===== src/rtl/sws_pkg.sv =====
package sws_pkg;

  typedef enum logic [2:0] {
    ST_RUN    = 3'd0,
    ST_SLEEP  = 3'd1,
    ST_OST    = 3'd2,
    ST_RESUME = 3'd3,
    ST_DUMMY  = 3'd4
  } sws_state_e;

  typedef enum logic [1:0] {
    OSC_LP  = 2'd0,
    OSC_XT  = 2'd1,
    OSC_HS  = 2'd2,
    OSC_INT = 2'd3
  } osc_mode_e;

  // Crystal-type sources need the start-up interval after wake-up.
  function automatic logic needs_startup(input logic [1:0] mode);
    return (osc_mode_e'(mode) != OSC_INT);
  endfunction

endpackage


===== src/rtl/sws_rst_sync.sv =====
module sws_rst_sync #(
  parameter int STAGES = 2
) (
  input  logic clk,
  input  logic arst_n,
  output logic srst_n
);

  localparam int N = (STAGES < 2) ? 2 : STAGES;

  logic [N-1:0] sync_q;

  always_ff @(posedge clk or negedge arst_n) begin
    if (!arst_n) begin
      sync_q <= '0;
    end else begin
      sync_q <= {sync_q[N-2:0], 1'b1};
    end
  end

  assign srst_n = sync_q[N-1];

endmodule


===== src/rtl/sws_wake_src.sv =====
module sws_wake_src #(
  parameter int NCORE = 4,
  parameter int NPERI = 8
) (
  input  logic [NCORE-1:0] core_flag_i,
  input  logic [NCORE-1:0] core_en_i,
  input  logic [NPERI-1:0] peri_flag_i,
  input  logic [NPERI-1:0] peri_en_i,
  input  logic             peri_gate_i,
  output logic             wake_o
);

  logic [NCORE-1:0] core_hit;
  logic [NPERI-1:0] peri_hit;
  logic             peri_any;

  for (genvar g = 0; g < NCORE; g++) begin : g_core
    assign core_hit[g] = core_flag_i[g] & core_en_i[g];
  end

  for (genvar g = 0; g < NPERI; g++) begin : g_peri
    assign peri_hit[g] = peri_flag_i[g] & peri_en_i[g];
  end

  assign peri_any = peri_gate_i & (|peri_hit);
  assign wake_o   = (|core_hit) | peri_any;

endmodule


===== src/rtl/sws_phase.sv =====
module sws_phase #(
  parameter int PHASES = 4
) (
  input  logic clk,
  input  logic rst_n,
  input  logic run_i,
  output logic last_o
);

  localparam int PW = (PHASES > 1) ? $clog2(PHASES) : 1;
  localparam logic [PW-1:0] PH_LAST = PW'(PHASES - 1);

  logic [PW-1:0] ph_q;
  logic [PW-1:0] ph_d;

  always_comb begin
    ph_d = ph_q;
    if (!run_i) begin
      ph_d = '0;
    end else if (ph_q == PH_LAST) begin
      ph_d = '0;
    end else begin
      ph_d = ph_q + 1'b1;
    end
  end

  always_ff @(posedge clk or negedge rst_n) begin
    if (!rst_n) begin
      ph_q <= '0;
    end else begin
      ph_q <= ph_d;
    end
  end

  assign last_o = run_i && (ph_q == PH_LAST);

  AST_PHASE_HOLD: assert property (@(posedge clk) disable iff (!rst_n)
    !run_i |=> (ph_q == '0));

  AST_PHASE_WRAP: assert property (@(posedge clk) disable iff (!rst_n)
    last_o |=> (ph_q == '0));

endmodule


===== src/rtl/sws_ost.sv =====
module sws_ost #(
  parameter int OST_W = 10
) (
  input  logic clk,
  input  logic rst_n,
  input  logic clr_i,
  input  logic en_i,
  output logic done_o
);

  localparam logic [OST_W-1:0] CNT_MAX = '1;

  logic [OST_W-1:0] cnt_q;
  logic [OST_W-1:0] cnt_d;
  logic             cnt_en;

  assign cnt_en = clr_i || en_i;

  always_comb begin
    cnt_d = cnt_q;
    if (clr_i) begin
      cnt_d = '0;
    end else if (en_i) begin
      cnt_d = cnt_q + 1'b1;
    end
  end

  always_ff @(posedge clk or negedge rst_n) begin
    if (!rst_n) begin
      cnt_q <= '0;
    end else if (cnt_en) begin
      cnt_q <= cnt_d;
    end
  end

  assign done_o = en_i && !clr_i && (cnt_q == CNT_MAX);

  AST_OST_STEP: assert property (@(posedge clk) disable iff (!rst_n)
    (en_i && !clr_i && !done_o) |=> (cnt_q == OST_W'($past(cnt_q) + 1'b1)));

  AST_OST_CLEAR: assert property (@(posedge clk) disable iff (!rst_n)
    clr_i |=> (cnt_q == '0));

endmodule


===== src/rtl/slp_wake_seq.sv =====
module slp_wake_seq
  import sws_pkg::*;
#(
  parameter int NCORE       = 4,
  parameter int NPERI       = 8,
  parameter int PC_W        = 13,
  parameter int VEC_ADDR    = 4,
  parameter int OST_W       = 10,
  parameter int PHASES      = 4,
  parameter int SYNC_STAGES = 2
) (
  input  logic             clk_osc,
  input  logic             rst_n,
  input  logic             sleep_i,
  input  logic [NCORE-1:0] core_flag_i,
  input  logic [NCORE-1:0] core_en_i,
  input  logic [NPERI-1:0] peri_flag_i,
  input  logic [NPERI-1:0] peri_en_i,
  input  logic             peri_gate_i,
  input  logic             gie_i,
  input  logic [1:0]       osc_mode_i,
  output logic             halt_o,
  output logic             pd_o,
  output logic             redirect_o,
  output logic [PC_W-1:0]  vector_o,
  output logic             dummy_o
);

  localparam logic [PC_W-1:0] VEC = PC_W'(VEC_ADDR);

  logic       srst_n;
  logic       wake_any;
  logic       q_last;
  logic       ost_done;
  logic       phase_run;
  logic       xtal;
  logic       sleep_take;

  sws_state_e state_q;
  sws_state_e state_d;
  logic       pd_q;
  logic       pd_d;
  logic       pd_en;
  logic       gie_q;
  logic       gie_en;

  sws_rst_sync #(.STAGES(SYNC_STAGES)) u_rst (
    .clk    (clk_osc),
    .arst_n (rst_n),
    .srst_n (srst_n)
  );

  sws_wake_src #(.NCORE(NCORE), .NPERI(NPERI)) u_wake (
    .core_flag_i (core_flag_i),
    .core_en_i   (core_en_i),
    .peri_flag_i (peri_flag_i),
    .peri_en_i   (peri_en_i),
    .peri_gate_i (peri_gate_i),
    .wake_o      (wake_any)
  );

  assign phase_run = (state_q == ST_RUN) || (state_q == ST_RESUME) ||
                     (state_q == ST_DUMMY);

  sws_phase #(.PHASES(PHASES)) u_phase (
    .clk    (clk_osc),
    .rst_n  (srst_n),
    .run_i  (phase_run),
    .last_o (q_last)
  );

  sws_ost #(.OST_W(OST_W)) u_ost (
    .clk    (clk_osc),
    .rst_n  (srst_n),
    .clr_i  (state_q != ST_OST),
    .en_i   (state_q == ST_OST),
    .done_o (ost_done)
  );

  assign xtal       = needs_startup(osc_mode_i);
  assign sleep_take = (state_q == ST_RUN) && q_last && sleep_i;

  // Next state
  always_comb begin
    state_d = state_q;
    unique case (state_q)
      ST_RUN: begin
        if (sleep_take && !wake_any) state_d = ST_SLEEP;
      end
      ST_SLEEP: begin
        if (wake_any) state_d = xtal ? ST_OST : ST_RESUME;
      end
      ST_OST: begin
        if (ost_done) state_d = ST_RESUME;
      end
      ST_RESUME: begin
        if (q_last) state_d = gie_q ? ST_DUMMY : ST_RUN;
      end
      ST_DUMMY: begin
        if (q_last) state_d = ST_RUN;
      end
      default: state_d = ST_RUN;
    endcase
  end

  assign pd_en  = sleep_take;
  assign pd_d   = wake_any;
  assign gie_en = (state_q == ST_SLEEP) && wake_any;

  always_ff @(posedge clk_osc or negedge srst_n) begin
    if (!srst_n) begin
      state_q <= ST_RUN;
    end else begin
      state_q <= state_d;
    end
  end

  always_ff @(posedge clk_osc or negedge srst_n) begin
    if (!srst_n) begin
      pd_q <= 1'b1;
    end else if (pd_en) begin
      pd_q <= pd_d;
    end
  end

  always_ff @(posedge clk_osc or negedge srst_n) begin
    if (!srst_n) begin
      gie_q <= 1'b0;
    end else if (gie_en) begin
      gie_q <= gie_i;
    end
  end

  assign halt_o     = (state_q == ST_SLEEP) || (state_q == ST_OST);
  assign pd_o       = pd_q;
  assign dummy_o    = (state_q == ST_DUMMY);
  assign redirect_o = (state_q == ST_DUMMY) && q_last;
  assign vector_o   = redirect_o ? VEC : '0;

  AST_SLEEP_ENTRY: assert property (@(posedge clk_osc) disable iff (!srst_n)
    (sleep_take && !wake_any) |=> (halt_o && !pd_o));

  AST_SLEEP_CANCEL: assert property (@(posedge clk_osc) disable iff (!srst_n)
    (sleep_take && wake_any) |=> (!halt_o && pd_o));

  AST_NO_STARTUP: assert property (@(posedge clk_osc) disable iff (!srst_n)
    ((state_q == ST_SLEEP) && wake_any && !xtal) |=> !halt_o);

  AST_HALT_QUIET: assert property (@(posedge clk_osc) disable iff (!srst_n)
    halt_o |-> (!redirect_o && !dummy_o));

  AST_REDIRECT_VEC: assert property (@(posedge clk_osc) disable iff (!srst_n)
    redirect_o |-> (dummy_o && gie_q && (vector_o == VEC)));

  AST_INLINE_RESUME: assert property (@(posedge clk_osc) disable iff (!srst_n)
    ((state_q == ST_RESUME) && q_last && !gie_q) |=> !dummy_o);

endmodule


===== config.mk =====
export PLATFORM = sky130hd
export DESIGN_NAME = slp_wake_seq
export DESIGN_NICKNAME = d
export VERILOG_FILES = /design/src/rtl/sws_pkg.sv /design/src/rtl/sws_rst_sync.sv /design/src/rtl/sws_wake_src.sv /design/src/rtl/sws_phase.sv /design/src/rtl/sws_ost.sv /design/src/rtl/slp_wake_seq.sv
export SDC_FILE = /design/constraint.sdc
export NUM_CORES = 1
export LEC_CHECK = 0
export BUFFER_PORTS_ARGS = -buffer_cell sky130_fd_sc_hd__buf_2
export CAP_MARGIN = 0
export CORE_MARGIN = 4
export CORE_UTILIZATION = 45
export DETAILED_ROUTE_END_ITERATION = 6
export GPL_TIMING_DRIVEN = 0
export PLACE_DENSITY = 0.77
export SLEW_MARGIN = 5
export SYNTH_ARGS = -nofsm -noshare
export SYNTH_HDL_FRONTEND = slang
export SYNTH_SLANG_ARGS = --single-unit

===== constraint.sdc =====
create_clock -name clk_osc -period 1.5 [get_ports clk_osc]
set_input_delay 0.3 -clock clk_osc [delete_from_list [all_inputs] [get_ports clk_osc]]
set_output_delay 0.3 -clock clk_osc [all_outputs]
set_load 0.01 [all_outputs]

==> tab_implementation.tex <==
\begin{tabular}{lr}
\hline
Metric & Value \\
\hline
\multicolumn{2}{l}{\textbf{Run status}} \\
Status & complete, but fails checks \\
Failing checks & setup timing \\
\multicolumn{2}{l}{\textbf{Pwr}} \\
Power after layout & 1.81 mW \\
Peak VDD IR & a little over 0.001 V \\
Leak & between 0.7 and 0.8 nW \\
Power per cell area & 1230 nW/um\^{}2 \\
\multicolumn{2}{l}{\textbf{Critical path}} \\
Critical path's most frequent cell & buf\_6 \\
Max FO, Critical Path & 3 \\
Max stage delay cell, worst path & dfrtp\_1 \\
Required time reported for the critical path endpoint & 1200 ps \\
Worst Setup Start Kind & flop \\
Startpoint-to-endpoint class of the critical path & reg -> out \\
Cell family contributing the most delay on the critical path & flip-flops \\
Largest stage delay on the critical path & between 400 and 500 ps \\
Kind of end point of the critical path & output pin \\
Critical Path AT & roughly 1300 ps \\
CP cell instances & buf\_8 > nor2\_4 > and3\_4 > buf\_6 > buf\_6 \\
Number of buffers and inverters on the critical path & 3 \\
\multicolumn{2}{l}{\textbf{CTS}} \\
CTS Root Buffer Type & clkbuf\_4 \\
CTS clk-pin slew, worst paths & approximately 120 ps \\
Number of CTS-inserted buffers & 3 \\
Clock Sinks & 19 \\
Bufs on Longest Clock Path & 2 \\
CTS tree & done \\
Clock H-tree levels & 1 \\
Clock latency of the later-clocked register in the worst-skew pair & roughly 300 ps \\
\multicolumn{2}{l}{\textbf{Cells and area}} \\
Area delta synth->final & 40.2\% \\
Post-layout nets & between 150 and 200 \\
Util after Layout & 0.663 \\
Fraction of final layout cells sized beyond drive strength 1 & 0.435 \\
Filler-free cell count of the finished design & between 150 and 200 \\
Total inserted antenna cells & 0 \\
\multicolumn{2}{l}{\textbf{Synth}} \\
Multiplexer share of the synthesized area & 0.0144 \\
Simple-Gate Fraction of Synth Area & 0.177 \\
Cell with the most instances after synthesis & dfrtp\_1 \\
Number of enable flip-flop cells after synthesis & 0 \\
Post-synth ARST share & 1.00 \\
Flip-flop cell with the highest count after synthesis & dfrtp\_1 \\
Share of the synthesized area in compound gates (AO/OA/AOI/OAI) & 0.159 \\
XOR/XNOR share of the synthesized area & 0.0586 \\
Number of synthesis warnings & 0 \\
Mean post-synth cell area & between 9 and 10 sq um \\
Main combinational cell family by area after synthesis & simple AND/OR/NAND/NOR gates \\
Proportion of synthesized chip area in sequential cells & 0.456 \\
Cell types with the largest area share after synthesis & dfrtp\_1 43\%, buf\_4 9.3\%, a22o\_1 4.2\% \\
Adder and majority cell fraction of the synthesized area & 0.0239 \\
Share of the synthesized area in the top cell type & 0.431 \\
Commonest cells in the netlist & 18 x dfrtp\_1, 13 x buf\_4, 11 x nor2\_1 \\
Mapped cell area & between 1000 and 1500 sq um \\
Post-synthesis cell type with the largest combined area & dfrtp\_1 \\
Unique masters post-synth & 32 \\
Seq cells post-synth & 19 \\
Gate Count Post-Synth & 105 \\
\multicolumn{2}{l}{\textbf{Route}} \\
Via-to-Cell Ratio & $\sim$5.0 \\
Antenna viol nets, final & 0 \\
DR DRC count & 0 \\
Vias & 936 \\
DR WL/cell & approximately 13 um \\
Router iterations before antenna repair & 4 \\
DRT Wirelength & roughly 2400 um \\
First DRT Iteration DRCs & 30 \\
\multicolumn{2}{l}{\textbf{STA}} \\
Setup clock skew after layout & between 7 and 8 ps \\
Max transition margin & 0.560 \\
Unrepaired setup endpoints after global routing & yes \\
Final TNS setup & -287 ps \\
Max-slew violation count & 0 \\
Tightest Pin Transition & 660 ps \\
Hold Fails Final Rpt & 0 \\
Final-report setup violation count & 4 \\
Final worst path period need & between 1500 and 2000 ps \\
Final worst slack & -128 ps \\
Share of the clock period used by the worst path & 1.09 \\
Peak clock frequency supported by timing & 0.614 GHz \\
\multicolumn{2}{l}{\textbf{Die}} \\
Initial core utilization & 0.473 \\
Die Span Y & between 50 and 60 um \\
Site Rows & 17 \\
Chip width & roughly 56 um \\
IO Count & 48 \\
Area enclosed by the die boundary & between 3000 and 4000 sq um \\
Standard cell core area & $\sim$2200 sq um \\
\multicolumn{2}{l}{\textbf{Run}} \\
Max-cap viol count & 0 \\
\multicolumn{2}{l}{\textbf{Placed design}} \\
RePlAce Congestion & 0.811 \\
Post-DP HPWL & approximately 1700 um \\
Port-buffer cells & 35 \\
Placed cells & approximately 180 \\
\multicolumn{2}{l}{\textbf{Min path}} \\
Hold WC Path Type & in -> reg \\
\multicolumn{2}{l}{\textbf{Global route}} \\
Gr ovfl total & 0 \\
Wire length of the first global-routing pass & slightly below 4000 um \\
Vias in the first global route & approximately 940 \\
Initial antenna violation count & 0 \\
GRT Resource Usage Total & 0.149 \\
Maximum number of pins on one net before global-route repair & 18 \\
\hline
\end{tabular}
## cell families after synthesis
group / Yosys count
AOI/OAI and AO/OA: 21
xor gates and xnor gates: 7
DFF: 19
adders and majority gates: 2
buffers and inverters: 16
muxes: 1
and+or+nand+nor: 37
other: 2
## power by group
group / internal [mW] / switching [mW]
clock network: 0.0994 / 0.166
registers: 0.627 / 0.102
logic: 0.426 / 0.387
total: 1.15 / 0.654
## final cells by class
| cell class | instances | area [sq um] |
|---|---|---|
| plain buffers | 14 | 116 |
| clock buffers | 3 | 22.5 |
| clock inverters | 1 | 5.00 |
| fillers | 184 | 746 |
| inverters | 2 | 7.51 |
| multi-input cells | 81 | 568 |
| flip-flops and latches | 19 | 477 |
| well taps | 28 | 35.0 |
| repair buffers | 41 | 235 |
## registers in the layout, indices dropped and copies added, names as in the netlist
name          flops
u_ost.cnt_q      10
u_phase.ph_q      2
u_rst.sync_q      2
state_q           3
gie_q             1
pd_o              1
## cell usage in the layout (no fill, tap or decap), types with 3 or more instances in the layout
| cell | netlist | routed |
|---|---|---|
| nor2_1 | 11 | 10 |
| o21ai_0 | 3 | 3 |
| buf_2 | 0 | 33 |
| buf_4 | 13 | 17 |
| xor2_1 | 5 | 5 |
| buf_6 | 0 | 3 |
| nand4_1 | 4 | 4 |
| conb_1 | 2 | 13 |
| nand3_1 | 4 | 3 |
| a22o_1 | 5 | 5 |
| a21oi_1 | 5 | 5 |
| dfrtp_1 | 18 | 18 |
| clkbuf_4 | 0 | 3 |
| nand2_1 | 6 | 6 |
## stage by stage
| stage | setup slack (ps) | hold WS [ps] | instance area, sq um |
|---|---|---|---|
| detailed placement | -167 | 89.0 | 1300 |
| finish | -128 | 222 | 1470 |
| global placement | -171 | 85.3 | 1300 |
| CTS | -126 | 222 | 1410 |
| floorplan | -10.6 | 4.41 | 1090 |
| global route | -178 | 230 | 1470 |
## final timing paths
| kind | startpoint | end | slack (ps) | cells after the start |
|---|---|---|---|---|
| max in group asynchronous | u_rst.sync_q[1]$_DFF_PN0_ | u_phase.ph_q[1]$_DFF_PN0_ | 800 | 0 |
| worst max register to register | state_q[1]$_DFFE_PN0P_ | state_q[0]$_DFFE_PN0P_ | 70 | 5 |
| worst min-delay path | gie_i | gie_q$_DFFE_PN0P_ | 220 | 2 |
| worst max-delay path | state_q[1]$_DFFE_PN0P_ | vector_o[2] | -130 | 5 |
| min in group asynchronous | u_rst.sync_q[1]$_DFF_PN0_ | state_q[0]$_DFFE_PN0P_ | 270 | 0 |
| worst min register to register | u_rst.sync_q[1]$_DFF_PN0_ | state_q[0]$_DFFE_PN0P_ | 270 | 0 |
## timing repair
action | in CTS | in global routing
hold buffers | 1 | 0
endpoints found under the hold margin | 2 | 0
gates cloned | 0 | 0
buffers inserted | 4 | 1
pin swaps | 4 | 3
resized for setup | 10 | 8
endpoints found under the setup margin | 4 | 5
## routing by layer
| metal | track usage | vias to the layer above | part of all wire |
|---|---|---|---|
| met5 | 0 | - | 0 |
| met4 | 0.0644 | 0 | 0.0072 |
| met3 | 0.0441 | 4 | 0.078 |
| met2 | 0.260 | 47 | 0.53 |
| met1 | 0.166 | 426 | 0.38 |
| li1 | - | 459 | - |
Note: power is estimated with default switching activity, not from simulation.
